File: src/rtl/cdt_pkg.sv
package cdt_pkg;
  localparam int CODE_W = 3;

  typedef enum logic [1:0] {
    SEL_VEC  = 2'd0,
    SEL_DIV  = 2'd1,
    SEL_INIT = 2'd2,
    SEL_CUR  = 2'd3
  } reg_sel_e;

  // rotate-by-one mapping from sparse code to shift amount
  function automatic logic [CODE_W-1:0] code_to_shift(input logic [CODE_W-1:0] code);
    return code + {{(CODE_W-1){1'b0}}, 1'b1};
  endfunction
endpackage

File: src/rtl/cdt_regs.sv
module cdt_regs #(
  parameter int DATA_W   = 32,
  parameter int CNT_W    = 32,
  parameter int CODE_W   = 3,
  parameter logic [DATA_W-1:0] DIV_MASK = 32'h0000_000B,
  parameter logic [DATA_W-1:0] VEC_RO   = 32'h0000_5000
) (
  input  logic              clk,
  input  logic              rst,
  input  logic              wr_en,
  input  logic [1:0]        wr_sel,
  input  logic [DATA_W-1:0] wr_data,
  output logic [DATA_W-1:0] vec_q,
  output logic [DATA_W-1:0] div_q,
  output logic [CNT_W-1:0]  init_q,
  output logic [CODE_W-1:0] div_code,
  output logic              load,
  output logic [CNT_W-1:0]  load_val
);
  import cdt_pkg::*;

  logic wr_vec, wr_div;
  assign wr_vec   = wr_en && (wr_sel == SEL_VEC);
  assign wr_div   = wr_en && (wr_sel == SEL_DIV);
  assign load     = wr_en && (wr_sel == SEL_INIT);
  assign load_val = wr_data[CNT_W-1:0];
  assign div_code = {div_q[3], div_q[1:0]};

  always_ff @(posedge clk) begin
    if (rst) begin
      vec_q  <= '0;
      div_q  <= '0;
      init_q <= '0;
    end else begin
      if (wr_vec) vec_q  <= (wr_data & ~VEC_RO) | (vec_q & VEC_RO);
      if (wr_div) div_q  <= wr_data & DIV_MASK;
      if (load)   init_q <= load_val;
    end
  end

  assert_vec_status_kept_R5: assert property (@(posedge clk) disable iff (rst)
    wr_vec |=> ((vec_q & VEC_RO) == ($past(vec_q) & VEC_RO)));
endmodule

File: src/rtl/cdt_prescaler.sv
module cdt_prescaler #(
  parameter int CODE_W = 3
) (
  input  logic              clk,
  input  logic              rst,
  input  logic              load,
  input  logic              run,
  input  logic [CODE_W-1:0] div_code,
  output logic              roll
);
  import cdt_pkg::*;

  localparam int PRE_W = 2 ** CODE_W;

  logic [PRE_W-1:0]  pre_q;
  logic [CODE_W-1:0] shift_q;
  logic [PRE_W-1:0]  ratio_m1;

  assign ratio_m1 = (PRE_W'(1) << shift_q) - PRE_W'(1);
  assign roll     = run && (pre_q == ratio_m1);

  always_ff @(posedge clk) begin
    if (rst) begin
      pre_q   <= '0;
      shift_q <= '0;
    end else if (load || roll) begin
      // ratio is sampled only at a start or a period boundary
      pre_q   <= '0;
      shift_q <= code_to_shift(div_code);
    end else if (run) begin
      pre_q   <= pre_q + PRE_W'(1);
    end else begin
      pre_q   <= '0;
    end
  end

  assert_pre_in_range_R8: assert property (@(posedge clk) disable iff (rst)
    pre_q <= ratio_m1);
  assert_ratio_held_R8: assert property (@(posedge clk) disable iff (rst)
    (!load && !roll) |=> $stable(shift_q));
endmodule

File: src/rtl/cdt_down_counter.sv
module cdt_down_counter #(
  parameter int CNT_W = 32
) (
  input  logic             clk,
  input  logic             rst,
  input  logic             load,
  input  logic [CNT_W-1:0] load_val,
  input  logic             roll,
  output logic             run,
  output logic [CNT_W-1:0] remain,
  output logic             irq
);
  logic [CNT_W-1:0] remain_q;
  logic             irq_q;

  assign run    = (remain_q != '0);
  assign remain = remain_q;
  assign irq    = irq_q;

  always_ff @(posedge clk) begin
    if (rst) begin
      remain_q <= '0;
      irq_q    <= 1'b0;
    end else begin
      irq_q <= roll && (remain_q == CNT_W'(1)) && !load;
      if (load)
        remain_q <= load_val;
      else if (roll && run)
        remain_q <= remain_q - CNT_W'(1);
    end
  end

  assert_irq_one_cycle_R9: assert property (@(posedge clk) disable iff (rst)
    irq_q |=> !irq_q);
  assert_hold_between_steps_R1: assert property (@(posedge clk) disable iff (rst)
    (!load && !roll) |=> (remain_q == $past(remain_q)));
  assert_idle_no_irq_R6: assert property (@(posedge clk) disable iff (rst)
    (!run && !load) |=> !irq_q);
endmodule

File: src/rtl/cdt_timer_top.sv
module cdt_timer_top #(
  parameter int DATA_W = 32,
  parameter int CNT_W  = 32,
  parameter int CODE_W = cdt_pkg::CODE_W
) (
  input  logic              clk,
  input  logic              rst,
  input  logic              wr_en,
  input  logic [1:0]        wr_sel,
  input  logic [DATA_W-1:0] wr_data,
  input  logic [1:0]        rd_sel,
  output logic [DATA_W-1:0] rd_data,
  output logic              irq_pulse
);
  import cdt_pkg::*;

  logic [DATA_W-1:0] vec_q, div_q;
  logic [CNT_W-1:0]  init_q, load_val, remain;
  logic [CODE_W-1:0] div_code;
  logic              load, roll, run;
  logic [DATA_W-1:0] rd_q;

  cdt_regs #(.DATA_W(DATA_W), .CNT_W(CNT_W), .CODE_W(CODE_W)) regs_i (
    .clk(clk), .rst(rst), .wr_en(wr_en), .wr_sel(wr_sel), .wr_data(wr_data),
    .vec_q(vec_q), .div_q(div_q), .init_q(init_q), .div_code(div_code),
    .load(load), .load_val(load_val)
  );

  cdt_prescaler #(.CODE_W(CODE_W)) pre_i (
    .clk(clk), .rst(rst), .load(load), .run(run), .div_code(div_code), .roll(roll)
  );

  cdt_down_counter #(.CNT_W(CNT_W)) cnt_i (
    .clk(clk), .rst(rst), .load(load), .load_val(load_val), .roll(roll),
    .run(run), .remain(remain), .irq(irq_pulse)
  );

  always_ff @(posedge clk) begin
    if (rst) begin
      rd_q <= '0;
    end else begin
      case (rd_sel)
        SEL_VEC:  rd_q <= vec_q;
        SEL_DIV:  rd_q <= div_q;
        SEL_INIT: rd_q <= DATA_W'(init_q);
        default:  rd_q <= DATA_W'(remain);
      endcase
    end
  end
  assign rd_data = rd_q;

  assert_div_readback_R2: assert property (@(posedge clk) disable iff (rst)
    (rd_sel == SEL_DIV) |=> ((rd_data & ~DATA_W'(32'hB)) == '0));
  assert_idle_reads_zero_R3: assert property (@(posedge clk) disable iff (rst)
    ((rd_sel == SEL_CUR) && !run) |=> (rd_data == '0));
endmodule

File: config.mk
export PLATFORM = sky130hd
export DESIGN_NAME = cdt_timer_top
export DESIGN_NICKNAME = d
export VERILOG_FILES = /design/src/rtl/cdt_pkg.sv /design/src/rtl/cdt_regs.sv /design/src/rtl/cdt_prescaler.sv /design/src/rtl/cdt_down_counter.sv /design/src/rtl/cdt_timer_top.sv
export SDC_FILE = /design/constraint.sdc
export NUM_CORES = 1
export LEC_CHECK = 0
export BUFFER_PORTS_ARGS = -buffer_cell sky130_fd_sc_hd__buf_2
export CAP_MARGIN = 10
export CORE_MARGIN = 3
export CORE_UTILIZATION = 61
export DETAILED_ROUTE_END_ITERATION = 8
export MAX_ROUTING_LAYER = met4
export PLACE_DENSITY = 0.91
export SETUP_SLACK_MARGIN = 0.1
export SYNTH_ARGS = -nofsm -noshare
export SYNTH_HDL_FRONTEND = slang
export SYNTH_SLANG_ARGS = --single-unit
File: constraint.sdc
create_clock -name clk -period 4.9 [get_ports clk]
set_clock_uncertainty 0.15 [all_clocks]
set_input_delay 0.98 -clock clk [delete_from_list [all_inputs] [get_ports clk]]
set_output_delay 0.98 -clock clk [all_outputs]
set_load 0.01 [all_outputs]
== Word level (Yosys, flattened, before mapping) ==
Index checks and enable logic that the tools add are counted.

* Flip-flop bits (word level): 143
* Bits in latches: 0
* RAM bits: 0
* Bits in read-only memories: 0
* Input bits: 39
* Output and inout bits: 33
* Logic and storage cells: 38
* Memories kept: 0

* Add/sub/neg operators: 4
* Multipliers: 0
* Div/mod/pow operators: 0
* Magnitude comparators: 0
* Equal/unequal tests: 6
* Shift operators: 1
* Muxes and demuxes: 3
* Bitwise logic cells: 2
* Reductions and logical operators: 14

{| class="wikitable"
|+ Operator list
! operator !! count
|-
| one-hot mux 32 bit (3 select lines) || 1
|-
| two-way mux 32 bit || 2
|-
| equality test 32 x 1 -> 1 bit (second input constant) || 1
|-
| bitwise OR 32 x 15 -> 32 bit || 1
|-
| nonzero test 32 bit || 1
|-
| subtractor 32 x 1 -> 32 bit (second input constant) || 1
|-
| adder 8 x 1 -> 8 bit (second input constant) || 1
|-
| equality test 8 bit || 1
|-
| << shifter 1 x 3 -> 8 bit (first input constant) || 1
|-
| subtractor 8 x 2 -> 8 bit (second input constant) || 1
|-
| logical AND 1 bit || 7
|-
| equality test 2 x 1 -> 1 bit (second input constant) || 2
|-
| equality test 2 bit (second input constant) || 2
|-
| zero test 2 bit || 2
|-
| adder 3 x 1 -> 3 bit (second input constant) || 1
|-
| OR reduction 3 bit || 1
|-
| nonzero test 2 bit || 1
|-
| zero test 1 bit || 1
|-
| logical OR 1 bit || 1
|-
| inverter 1 bit || 1
|}

== Depth between registers and ports, before layout ==
Gate-level depths: netlist (run 1).

* Depth in word-level cells: 7
* Gate-level depth with buffers: 10
* Mapped depth without buffers: 8

== Cells and area by module ==
From an unflattened synthesis (run 1), not the netlist that was laid out.

* Cells, all modules: 793
* Area, all modules: 7659.8 µm²

{| class="wikitable"
|+ Modules (own cells, without submodules)
! module !! times used !! cells an instance !! area each (µm²) !! sequential area each (µm²)
|-
| cdt_regs || 1 || 315 || 3209.3 || 1301.2
|-
| cdt_down_counter || 1 || 264 || 2195.9 || 660.6
|-
| cdt_timer_top || 1 || 144 || 1631.6 || 640.6
|-
| cdt_prescaler || 1 || 70 || 623.1 || 220.2
|}

== Least setup slack after synthesis (run 1) ==
No wires, ideal clock.

* Path type: reg-to-reg
* Start point: register cnt_i.remain_q[0], in the netlist cnt_i.remain[0]
* End point: register cnt_i.remain_q[30], in the netlist cnt_i.remain[30]
* Library setup time: 0.074 ns
* Arrival time: 2.410 ns
* Required time: 4.676 ns
* Setup slack: 2.266 ns
* Cell stages (with the launch flop): 9
* Buffers on the path: 0
* Period minus slack after synthesis: 2.634 ns
* Path through: dfxtp_1 inv_1 ha_1 nor4b_1 nand4_1 or2_1 or4_1 or4_1 a31oi_1

* Longest elaborated chain between the ends: 4
* Elaborated cells between the ends (all ways): 7
* Classes of those cells: add/sub (1); mux (2); reduce/logical (4)

{| class="wikitable"
|+ Ends and longest elaborated chain
! what !! line !! text
|-
| start: declaration || cdt_down_counter.sv:13 || <nowiki>logic [CNT_W-1:0] remain_q;</nowiki>
|-
| start signal: assignment || cdt_down_counter.sv:27 || <nowiki>remain_q <= load_val;</nowiki>
|-
| start signal: assignment || cdt_down_counter.sv:29 || <nowiki>remain_q <= remain_q - CNT_W'(1);</nowiki>
|-
| parallel branches: the longest is 4 deep, another holds subtractor 32 x 1 -> 32 bit || -- ||
|}

Parallel ways; which one is timed is not known. The select of a mux whose other input is x is not followed.
A chain may end at the register's enable or synchronous reset.

== Final worst setup path (run 1) ==
Same ends and word-level chain as after synthesis.

==> flow_summary_export.csv, run 1 <==
group,metric,value,unit
status,status,"completed",
timing,hold_violations,0,
worst_setup_path,timing.critical_path.to,"cnt_i.remain[30]",
clock_network,numCtsBuffers,17,
timing,period_minus_slack,3.12,ns
route,dr.pass1.iters,7,
min_path,hold_class,"flop to flop",
layout,antennaDiodeCount,0,
worst_setup_path,path_max_fanout,9,
yosys,synthTopCellsByArea,"dfxtp_1 (45%), nand2_1 (8.4%), a21oi_1 (5.4%)",
worst_setup_path,crit_path_cell_trace,"inv_1 > ha_1 > nor4b_1 > nand4_1 > or2_1 > or4_1 > or4_1 > a31oi_1",
layout,mostFrequentLayoutCells,"dfxtp_1 (141), nand2_1 (139), buf_2 (70)",
clock_network,htreeDepth,4,
yosys,ys_ff_latch,141,
layout,nFillCells,679,
floorplanning,rows,36,
clock_network,post_cts_buffers,0,
place,gp_congestion,0.835,
place,dpl.hpwl,9830,um
yosys,synthArstFlopShare,0,
clock_network,cts_tree,"yes",
yosys,synth_edf_count,0,
yosys,syn_avg_cell_area,8.37,um2
worst_setup_path,rr_worst_depth,8,
worst_setup_path,crit_path_start_kind,"flop",
yosys,ys_seq_area_frac,0.452,
route,via_count,5920,
timing,rsz0062_at_grt,"false",
layout,multi_input_area,0.00318,mm2
worst_setup_path,reg2reg_to,"cnt_i.remain[30]",
timing,finalSetupViolations,0,
worst_setup_path,cp_common_cell,"or4_1",
clock_network,cts_buffer_depth,2,
place,dpl_cell_area,0.00661,mm2
clock_network,cts_sinks,141,
route,drt_iter0_drc,513,
worst_setup_path,crit_path_top_delay_cell,"or4_1",
clock_network,root_buffer,"clkbuf_8",
place,io_buffers,71,
worst_setup_path,critPathRequiredTime,5.21,ns
yosys,synth_ff_type,"dfxtp_1",
layout,mostFrequentLayoutCell,"dfxtp_1",
global_routing,grt.total_usage,0.299,
global_routing,grt_pass1_vias,5686,
clock_network,clk_pin_slew,0.06,ns
layout,nets,830,
yosys,syn_inst,746,
floorplanning,dieArea,0.0115,mm2
worst_setup_path,cp_num_cells,8,
timing,slew_viol_final,0,
min_path,min_from,"regs_i.init_q[1]",
floorplanning,fp.coreArea,0.00986,mm2
yosys,netlist_area,0.00624,mm2
timing,maxSlewHeadroom,0.234,
yosys,yosysTopAreaCellShare,0.452,
global_routing,grt_max_degree,104,
worst_setup_path,crit_type,"flop to flop",
timing,setup-tns-final,0,ns
worst_setup_path,cp_top_family,"simple AND/OR/NAND/NOR gates",
worst_setup_path,rr_startpoint,"cnt_i.remain[0]",
global_routing,antenna_found_initial,0,
yosys,synth_nets,789,
layout,areaGrowthSynthToFinish,16.1,%
route,detail_route.wl_per_cell,17.5,um
floorplanning,io_pins,72,
yosys,ys_warn_count,0,
floorplanning,start_util,0.633,
layout,layout-drive-gt1-share,0.190,
run,maxCapViolations,0,
power_and_ir_drop,cellLeakagePower,0.00275,uW
route,vias_per_cell,6.35,
layout,fin_util,0.735,
global_routing,grt_pass1_wl,26900,um
worst_setup_path,r2r_slack,1.78,ns
worst_setup_path,cpPeakStageDelay,0.43,ns
layout,layout.cells.non_filler,933,
power_and_ir_drop,vdd_drop_max,412,uV
route,ant_nets,0,
timing,fin_crit_sh,0.637,
clock_network,clock_latency,0.53,ns
worst_setup_path,arrival,3.43,ns
layout,final_area,0.00725,mm2
route,drt-total-wl,16300,um
worst_setup_path,worstSetupStartpoint,"cnt_i.remain[0]",
yosys,yosysUniqueCellTypes,53,
floorplanning,die_x,107,um
timing,tightest_slew,1.14,ns
route,drc,0,
worst_setup_path,end_kind,"flop",
place,place_inst,901,
global_routing,grt_overflow,0,
clock_network,cts_resized,0,
clock_network,hold_buffers,0,
worst_setup_path,critPathBufInv,1,
layout,regArea,0.00282,mm2
timing,fmaxAchievable,320,MHz
yosys,synth_area_leader_cell,"dfxtp_1",
floorplanning,chipHeight,107,um
power_and_ir_drop,p_per_area,522,mW/mm2
-- through the flow --
step / hold slack, ns / worst slack (ns) / total power, uW
global placement: 0.289 / 1.97 / 2320
global route: 0.324 / 1.54 / 3950
floorplan: 0.283 / 2.27 / 2130
finish: 0.301 / 1.78 / 3780
CTS: 0.302 / 1.81 / 3760
detailed placement: 0.294 / 1.82 / 2370
-- cell families after synthesis --
group	after synthesis	synth area share
compound gates	195	0.191
mux	37	0.0709
fa+ha+maj	5	0.00962
flops	141	0.452
buf+inv	64	0.0417
simple gates	296	0.223
xor+xnor	8	0.0112
-- metal layers --
layer  GRT usage  vias up  wire, um
met4       0.154        0       459
met3      0.0548       53      1150
met2       0.488      285      8100
met1       0.354     2803      6590
met5           -        -         0
li1            -     2779         -
-- tightest hold or removal path, cell delays in order (launching register included) --
cell and delay, ns:
dfxtp_1 0.30, nand2_1 0.05, a21oi_1 0.05
-- Yosys cell counts (2+ instances only) --
cell / n
nor4_1: 8
inv_1: 6
nand4_1: 2
nand3_1: 15
or3_1: 11
or4_1: 26
o21ai_0: 36
a22oi_1: 27
o31ai_1: 19
o31a_1: 3
nor2_1: 56
and3_1: 4
xor2_1: 6
nor3_1: 11
xnor2_1: 2
ha_1: 4
mux2i_1: 6
buf_2: 4
o211ai_1: 3
a21oi_1: 67
o21a_1: 3
nand2_1: 139
or2_2: 3
o2111ai_1: 4
and2_1: 3
mux2_2: 28
dfxtp_1: 141
buf_6: 2
nor2b_1: 3
mux4_2: 3
nand4b_1: 3
clkbuf_1: 51
nand3b_1: 3
a31oi_1: 25
-- how the worst min path moves through the flow --
stage | to | slack, ns | depth (start not counted)
6_report | regs_i.init_q[1] | 0.30 | 2
5_1_grt | regs_i.vec_q[10] | 0.32 | 2
4_1_cts | regs_i.init_q[1] | 0.30 | 2
3_5_place_dp | regs_i.init_q[1] | 0.29 | 2
3_3_place_gp | regs_i.init_q[27] | 0.29 | 2
2_1_floorplan | regs_i.init_q[0] | 0.28 | 2
-- registers in the layout, indices dropped and copies added (netlist names) --
| name | count |
|---|---|
| cnt_i.irq | 1 |
| pre_i.shift_q | 3 |
| cnt_i.remain | 32 |
| regs_i.vec_q | 30 |
| pre_i.pre_q | 8 |
| regs_i.div_q | 3 |
| regs_i.init_q | 32 |
| rd_data | 32 |
-- where the power goes --
group	switching (uW)	internal [uW]	total (uW)
registers	138	1270	1410
logic	642	356	998
clock network	494	884	1380
-- layout make-up --
cell class              count  share of cell area
clock buffers              23              0.0658
clock inverters             9              0.0216
inverters                   6             0.00311
multi-input cells         541               0.438
flip-flops and latches    141               0.390
well taps                 133              0.0230
repair buffers             80              0.0587
(Power assumes the default switching activity.)
==> run 2: changes to the inputs <==
--- a/config.mk
+++ b/config.mk
@@ -8,10 +8,10 @@
 export BUFFER_PORTS_ARGS = -buffer_cell sky130_fd_sc_hd__buf_2
 export CAP_MARGIN = 10
 export CORE_MARGIN = 3
-export CORE_UTILIZATION = 61
+export CORE_UTILIZATION = 58
 export DETAILED_ROUTE_END_ITERATION = 8
 export MAX_ROUTING_LAYER = met4
-export PLACE_DENSITY = 0.91
+export PLACE_DENSITY = 0.87
 export SETUP_SLACK_MARGIN = 0.1
 export SYNTH_ARGS = -nofsm -noshare
 export SYNTH_HDL_FRONTEND = slang
==> constraint.sdc (replaced) <==
create_clock -name clk -period 3.24 [get_ports clk]
set_clock_uncertainty 0.15 [all_clocks]
set_input_delay 0.648 -clock clk [delete_from_list [all_inputs] [get_ports clk]]
set_output_delay 0.648 -clock clk [all_outputs]
set_load 0.01 [all_outputs]
==> flow_summary_export.csv, run 2 (synthesis gave the netlist of run 1 again) <==
group,metric,value,unit
timing,finalSetupViolations,0,
floorplanning,start_util,0.599,
place,gp_congestion,0.850,
floorplanning,die_x,110,um
floorplanning,chipHeight,110,um
clock_network,htreeDepth,4,
timing,slew_viol_final,0,
timing,period_minus_slack,2.91,ns
worst_setup_path,arrival,3.23,ns
route,dr.pass1.iters,6,
layout,layout-drive-gt1-share,0.201,
route,ant_nets,0,
clock_network,numCtsBuffers,17,
min_path,hold_class,"primary input to flop",
route,drt_iter0_drc,358,
timing,setup-tns-final,0,ns
floorplanning,fp.coreArea,0.0104,mm2
clock_network,clk_pin_slew,0.06,ns
global_routing,grt_overflow,0,
worst_setup_path,crit_path_start_kind,"flop",
clock_network,cts_resized,0,
timing,fin_crit_sh,0.900,
power_and_ir_drop,vdd_drop_max,418,uV
floorplanning,dieArea,0.0120,mm2
run,maxCapViolations,0,
place,dpl_cell_area,0.00671,mm2
global_routing,grt_max_degree,64,
route,detail_route.wl_per_cell,16.5,um
layout,antennaDiodeCount,0,
layout,areaGrowthSynthToFinish,18.5,%
place,io_buffers,71,
timing,fmaxAchievable,343,MHz
route,vias_per_cell,6.10,
layout,mostFrequentLayoutCells,"dfxtp_1 (141), nand2_1 (139), buf_2 (70)",
route,via_count,5771,
global_routing,grt_pass1_wl,26400,um
clock_network,clock_latency,0.54,ns
floorplanning,io_pins,72,
route,routed.top_layer,"met4",
clock_network,root_buffer,"clkbuf_8",
timing,tightest_slew,0.765,ns
timing,fin_hold_ws,0.208,ns
route,drc,0,
worst_setup_path,crit_type,"flop to flop",
route,drt-total-wl,15600,um
worst_setup_path,critPathRequiredTime,3.56,ns
worst_setup_path,end_kind,"flop",
status,status,"completed",
global_routing,antenna_found_initial,0,
floorplanning,rows,37,
route,wl_met3,964,um
layout,mostFrequentLayoutCell,"dfxtp_1",
route,dr_wl_met2,7740,um
clock_network,hold_buffers,0,
layout,final_area,0.00740,mm2
place,dpl.hpwl,10100,um
route,wl_met1,6620,um
global_routing,grt.total_usage,0.284,
clock_network,cts_tree,"yes",
clock_network,post_cts_buffers,0,
clock_network,cts_buffer_depth,2,
timing,hold_violations,0,
timing,maxSlewHeadroom,0.490,
power_and_ir_drop,cellLeakagePower,0.00283,uW
layout,nets,840,
global_routing,grt_pass1_vias,5497,
power_and_ir_drop,p_per_area,801,mW/mm2
worst_setup_path,path_max_fanout,9,
clock_network,cts_sinks,141,
timing,rsz0062_at_grt,"false",
-- run 2: per-stage QoR --
step                utilization  total power (uW)  setup WS, ns  std cells
finish                    0.710              5930         0.326        946
global route              0.710              6240         0.191        946
CTS                       0.709              5920         0.351        945
detailed placement        0.644              3730         0.368        913
global placement          0.644              3660         0.459        913
floorplan                     -              3230         0.606        746
-- run 2: area by class of cell --
| type | count | area, um2 |
|---|---|---|
| multi-input cells | 541 | 3180 |
| fillers | 788 | 3020 |
| flip-flops and latches | 141 | 2820 |
| repair buffers | 90 | 533 |
| clock buffers | 21 | 459 |
| clock inverters | 11 | 211 |
| well taps | 136 | 170 |
| inverters | 6 | 22.5 |
-- run 2: worst max-delay path: stages, from the launching register on --
cell     delay (ns)
dfxtp_1        0.36
or4_1          0.63
or3_1          0.42
or4_1          0.76
nand2_1        0.23
o21ai_0        0.10
a31oi_1        0.19
-- run 2: power breakdown --
part / switching (uW) / internal (uW) / total (uW) / leakage [uW]
Sequential: 209 / 1920 / 2130 / 0.00115
Clock: 729 / 1460 / 2190 / 0.000328
Combinational: 950 / 655 / 1610 / 0.00136
Total: 1890 / 4040 / 5930 / 0.00283
-- run 2: worst paths after layout --
kind	start	to	slack [ns]	cells after the start
min reg2reg	regs_i.init_q[17]	regs_i.init_q[17]	0.30	2
min	wr_data[14]	regs_i.init_q[14]	0.21	3
max reg2reg	cnt_i.remain[21]	cnt_i.remain[21]	0.33	6
max	cnt_i.remain[21]	cnt_i.remain[21]	0.33	6
-- run 2: routing by layer --
layer	up-vias	GRT usage
met3	30	0.0617
li1	2784	-
met1	2754	0.349
met4	0	0.0971
met2	203	0.465
met5	-	-
